### src/rtl/cond_eval_pkg.sv
package cond_eval_pkg;
  typedef enum logic [1:0] {
    CM_NEVER    = 2'd0,
    CM_IF_TRUE  = 2'd1,
    CM_IF_FALSE = 2'd2,
    CM_ALWAYS   = 2'd3
  } cmode_e;

  localparam int NUM_SEL   = 3;
  localparam int SEL_INTR  = 0;
  localparam int SEL_BRNCH = 1;
  localparam int SEL_WAIT  = 2;
endpackage

### src/rtl/cond_sel_reg.sv
module cond_sel_reg #(
  parameter int DATA_W   = 32,
  parameter int STAT_W   = 4,
  parameter int MASK_LSB = 16
) (
  input  logic              clk,
  input  logic              rst_n,
  input  logic              wr_en,
  input  logic [DATA_W-1:0] wdata,
  output logic [STAT_W-1:0] mask_q,
  output logic [STAT_W-1:0] cmp_q
);
  always_ff @(posedge clk) begin
    if (!rst_n) begin
      mask_q <= '0;
      cmp_q  <= '0;
    end else if (wr_en) begin
      mask_q <= wdata[MASK_LSB +: STAT_W];
      cmp_q  <= wdata[STAT_W-1:0];
    end
  end
endmodule

### src/rtl/cond_decide.sv
module cond_decide
  import cond_eval_pkg::*;
#(
  parameter int STAT_W = 4
) (
  input  logic [1:0]        mode,
  input  logic [STAT_W-1:0] status,
  input  logic [STAT_W-1:0] mask,
  input  logic [STAT_W-1:0] cmp,
  output logic              fire
);
  logic cond;

  always_comb begin
    cond = ((status & mask) == (cmp & mask));
    case (cmode_e'(mode))
      CM_NEVER:    fire = 1'b0;
      CM_IF_TRUE:  fire = cond;
      CM_IF_FALSE: fire = !cond;
      default:     fire = 1'b1;
    endcase
  end
endmodule

### src/rtl/cond_eval_unit.sv
module cond_eval_unit
  import cond_eval_pkg::*;
#(
  parameter int DATA_W   = 32,
  parameter int STAT_W   = 4,
  parameter int MASK_LSB = 16
) (
  input  logic              clk,
  input  logic              rst_n,
  input  logic              reg_wr,
  input  logic [1:0]        reg_sel,
  input  logic [DATA_W-1:0] reg_wdata,
  output logic [DATA_W-1:0] reg_rdata,
  input  logic              req_valid,
  output logic              req_ready,
  input  logic [1:0]        int_mode,
  input  logic [1:0]        br_mode,
  input  logic [1:0]        wait_mode,
  input  logic [STAT_W-1:0] dev_status,
  output logic              res_valid,
  input  logic              res_ready,
  output logic              res_branch,
  output logic              res_wait,
  input  logic              irq_clr,
  output logic              irq
);
  logic [STAT_W-1:0] mask_a [NUM_SEL];
  logic [STAT_W-1:0] cmp_a  [NUM_SEL];
  logic [1:0]        mode_a [NUM_SEL];
  logic [NUM_SEL-1:0] fire;
  logic accept;

  assign mode_a[SEL_INTR]  = int_mode;
  assign mode_a[SEL_BRNCH] = br_mode;
  assign mode_a[SEL_WAIT]  = wait_mode;

  for (genvar g = 0; g < NUM_SEL; g++) begin : g_sel
    cond_sel_reg #(
      .DATA_W(DATA_W), .STAT_W(STAT_W), .MASK_LSB(MASK_LSB)
    ) u_reg (
      .clk   (clk),
      .rst_n (rst_n),
      .wr_en (reg_wr && (reg_sel == 2'(g))),
      .wdata (reg_wdata),
      .mask_q(mask_a[g]),
      .cmp_q (cmp_a[g])
    );
    cond_decide #(.STAT_W(STAT_W)) u_dec (
      .mode  (mode_a[g]),
      .status(dev_status),
      .mask  (mask_a[g]),
      .cmp   (cmp_a[g]),
      .fire  (fire[g])
    );
  end

  always_comb begin
    reg_rdata = '0;
    for (int k = 0; k < NUM_SEL; k++) begin
      if (reg_sel == 2'(k)) begin
        reg_rdata[MASK_LSB +: STAT_W] = mask_a[k];
        reg_rdata[STAT_W-1:0]         = cmp_a[k];
      end
    end
  end

  assign req_ready = !res_valid || res_ready;
  assign accept    = req_valid && req_ready;

  always_ff @(posedge clk) begin
    if (!rst_n) begin
      res_valid  <= 1'b0;
      res_branch <= 1'b0;
      res_wait   <= 1'b0;
    end else if (accept) begin
      res_valid  <= 1'b1;
      res_wait   <= fire[SEL_WAIT];
      res_branch <= !fire[SEL_WAIT] && fire[SEL_BRNCH];
    end else if (res_ready) begin
      res_valid  <= 1'b0;
    end
  end

  always_ff @(posedge clk) begin
    if (!rst_n) begin
      irq <= 1'b0;
    end else if (accept && !fire[SEL_WAIT] && fire[SEL_INTR]) begin
      irq <= 1'b1;
    end else if (irq_clr) begin
      irq <= 1'b0;
    end
  end
endmodule

### config.mk
export PLATFORM = sky130hd
export DESIGN_NAME = cond_eval_unit
export DESIGN_NICKNAME = d
export VERILOG_FILES = /design/src/rtl/cond_eval_pkg.sv /design/src/rtl/cond_sel_reg.sv /design/src/rtl/cond_decide.sv /design/src/rtl/cond_eval_unit.sv
export SDC_FILE = /design/constraint.sdc
export NUM_CORES = 1
export LEC_CHECK = 0
export ABC_AREA = 1
export BUFFER_PORTS_ARGS = -buffer_cell sky130_fd_sc_hd__buf_2
export CAP_MARGIN = 5
export CORE_ASPECT_RATIO = 1.4
export CORE_MARGIN = 2
export CORE_UTILIZATION = 35
export CTS_CLUSTER_SIZE = 14
export DETAILED_ROUTE_END_ITERATION = 6
export MAX_ROUTING_LAYER = met4
export PLACE_DENSITY_LB_ADDON = 0.3
export SYNTH_ARGS = -nofsm -noshare
export SYNTH_HDL_FRONTEND = slang
export SYNTH_SLANG_ARGS = --single-unit
### constraint.sdc
create_clock -name clk -period 1.31 [get_ports clk]
set_input_delay 0.262 -clock clk [delete_from_list [all_inputs] [get_ports clk]]
set_output_delay 0.262 -clock clk [all_outputs]
set_load 0.03 [all_outputs]
==> impl_results.md <==
* Final WS setup at -0.000415 ns
* Fmax at 763 MHz
* RD Place Congestion at 0.785
* Top cell type by total area after synthesis: dfxtp_1
* Maximum vdd drop at approximately 0.34 mV
* Initial core utilization at 36.4%
* Layout cells sized above 1 at 29.7%
* Clk network pwr share at 27.8%
* Sw Share at 31.7%
* Pins Over Slew Limit at 0
* Most frequent cells in the layout: 72 x nand2_1, 29 x nand3_1, 28 x buf_2
* I/O pins at 87
* Number of port buffers at 38
* Post-DRT Antenna Nets at 0
* DRC errors left at 0
* Die X at 62.0 um
* First-pass GRT wire length at slightly above 6000 um
* H-tree levels at 1
* GRT Total Usage at 15.7%
* Sequential share of power at 47.3%
* Seq/Total Area, Yosys at around 34%
* Vias after detailed routing at 1673
* GRT overflow at 0
* Final Cell Area at 0.00212 mm2
* Setup crit end kind: output port
* Nets@finish at 354
* Clk buf depth at 2
* Initial antenna violation count at 0
* Failing checks: negative setup slack
* Routed WL at 4160 um
* TritonCTS Buffers at 3
* Vias in the first global route at 1365
* CTS tree: done
* Min Clock Period, post-route at 1.31 ns
* Critical path class: reg -> out
* 1st-pass router iterations at 4
* Lkg Pwr at 0.990 nW
* Largest net degree at the start of global routing at 16
* Commonest non-fill, non-tap cell in the layout: nand2_1
* P_int at 1.33 mW
* Die area at 0.00528 mm2
* Crit share post-route at 100%
* CP Launch Type: flip-flop
* Final Hold Fails at 0
* Worst-Skew Late Latency at 0.27 ns
* Main area contributors after synthesis: dfxtp_1 34%, nand2_1 18%, buf_4 12%, nand3_1 9.1%, a21oi_1 6.7%
* Root buf cell: clkbuf_8
* Reg clk slew, reported paths at 0.10 ns
* Synthesized instance count at 252
* NetSw at 620 uW
* DRT iter0 DRCs at 57
* WP data required at between 1 and 1.5 ns
* Setup Skew at slightly above 0.0008 ns
* Cell Area, Placed at around 0.0019 mm2
* FP Rows at 29
* Yosys cell types at 19
* Layout area overhead at 28.7%
* Worst-path maximum fanout at 3
* Detail Placement HPWL at between 3000 and 4000 um
* FF+latch count, synth at 28
* TNS Setup at -0.000415 ns
* DR WL/cell at about 11 um
* Vias per cell at about 4.6
* # fillers at 478
* Clock Sinks at 28
* Gate power share at 25.0%
* Place WS at -0.0494 ns
* Y dimension of the die at approximately 85 um
* Syn_area_per_cell at between 6 and 7 um2
* Core ar. at 0.00454 mm2
* Synth top area share at 34.0%
* Max-cap violation count at 0
* Cts hold-fix bufs at 0
* Synth warn at 0
* Storage cell area at between 500 and 600 um2
* Crit path DAT at around 1.1 ns
* Number of setup violations in the final report at 1
* Final core occ at 46.8%
* Synth Cell Area at 0.00165 mm2
* Unrepaired setup endpoints after global routing: true
* # diodes at 0
* HP Class: in -> reg
* Pwr Density at 920 mW/mm2
* Area of the multi-input gates at 901 um2
* Status: finished, violations left
[power by group through the flow]
| stage | registers, mW | logic, mW | clock network (mW) |
|---|---|---|---|
| 3_3_place_gp | 0.938 | 0.436 | 0 |
| 2_1_floorplan | 0.950 | 0.334 | 0 |
| 5_1_grt | 0.929 | 0.533 | 0.587 |
| 6_report | 0.924 | 0.488 | 0.542 |
| 3_5_place_dp | 0.939 | 0.439 | 0 |
| 4_1_cts | 0.920 | 0.447 | 0.549 |
[worst max-delay path, stage by stage, from the launching register on]
cell and delay [ns]:
dfxtp_2 0.34, inv_2 0.04, o211ai_1 0.19, buf_4 0.19
[cell usage after synthesis (all sizes together)]
library cell,instances
nor2,18
dfxtp,28
a21oi,23
o21ai,14
inv,22
conb,1
buf,29
nand3,31
nand2,80
clkbuf,2
o211ai,4
[cell families after synthesis]
family / count (synthesis) / share of synthesized area, %
AND/OR/NAND/NOR: 129 / 33.8
AO/OA/AOI/OAI: 41 / 13.7
buffers and inverters: 53 / 18.2
flip-flops: 28 / 34.0
other: 1 / 0.227
[per-layer routing]
metal	up-vias	share of wire, %	global-route usage (%)
li1	864	-	-
met1	742	42	18.5
met2	61	51	26.6
met3	6	5.5	2.13
met4	0	1.5	4.64
met5	-	0	-
[timing repair]
item / in CTS / in global routing
pin swaps: 1 / 6
cloned: 0 / 2
gates resized for setup: 9 / 28
setup endpoints to repair: 7 / 9
setup buffers: 0 / 3
[cell type report]
type,count,share of cell area (%)
well taps,62,3.66
clock buffers,4,2.59
multi-input cells,194,42.5
flip-flops and latches,28,26.7
repair buffers,55,20.5
inverters,22,4.13
[flip-flops by register name, indices dropped and copies added, names as in the netlist]
register	cells
res_wait	1
irq	1
res_valid	1
g_sel.u_reg.cmp_q	12
res_branch	1
g_sel.u_reg.mask_q	12
[per-stage QoR]
step | std cells | power (mW) | hold WS [ns]
2_1_floorplan | 275 | 1.28 | 0.400
3_3_place_gp | 356 | 1.37 | 0.451
3_5_place_dp | 356 | 1.38 | 0.451
4_1_cts | 360 | 1.92 | 0.222
5_1_grt | 365 | 2.05 | 0.247
6_report | 365 | 1.95 | 0.223
[worst paths after layout]
path	from	end	slack, ns	cells past startpoint
max	g_sel[0].u_reg.cmp_q[1]	reg_rdata[1]	-0.0004	3
min	irq_clr	irq	0.22	4
max reg2reg	g_sel[2].u_reg.mask_q[0]	res_wait	0.16	9
min reg2reg	irq	irq	0.46	2
(Power assumes the default switching activity.)
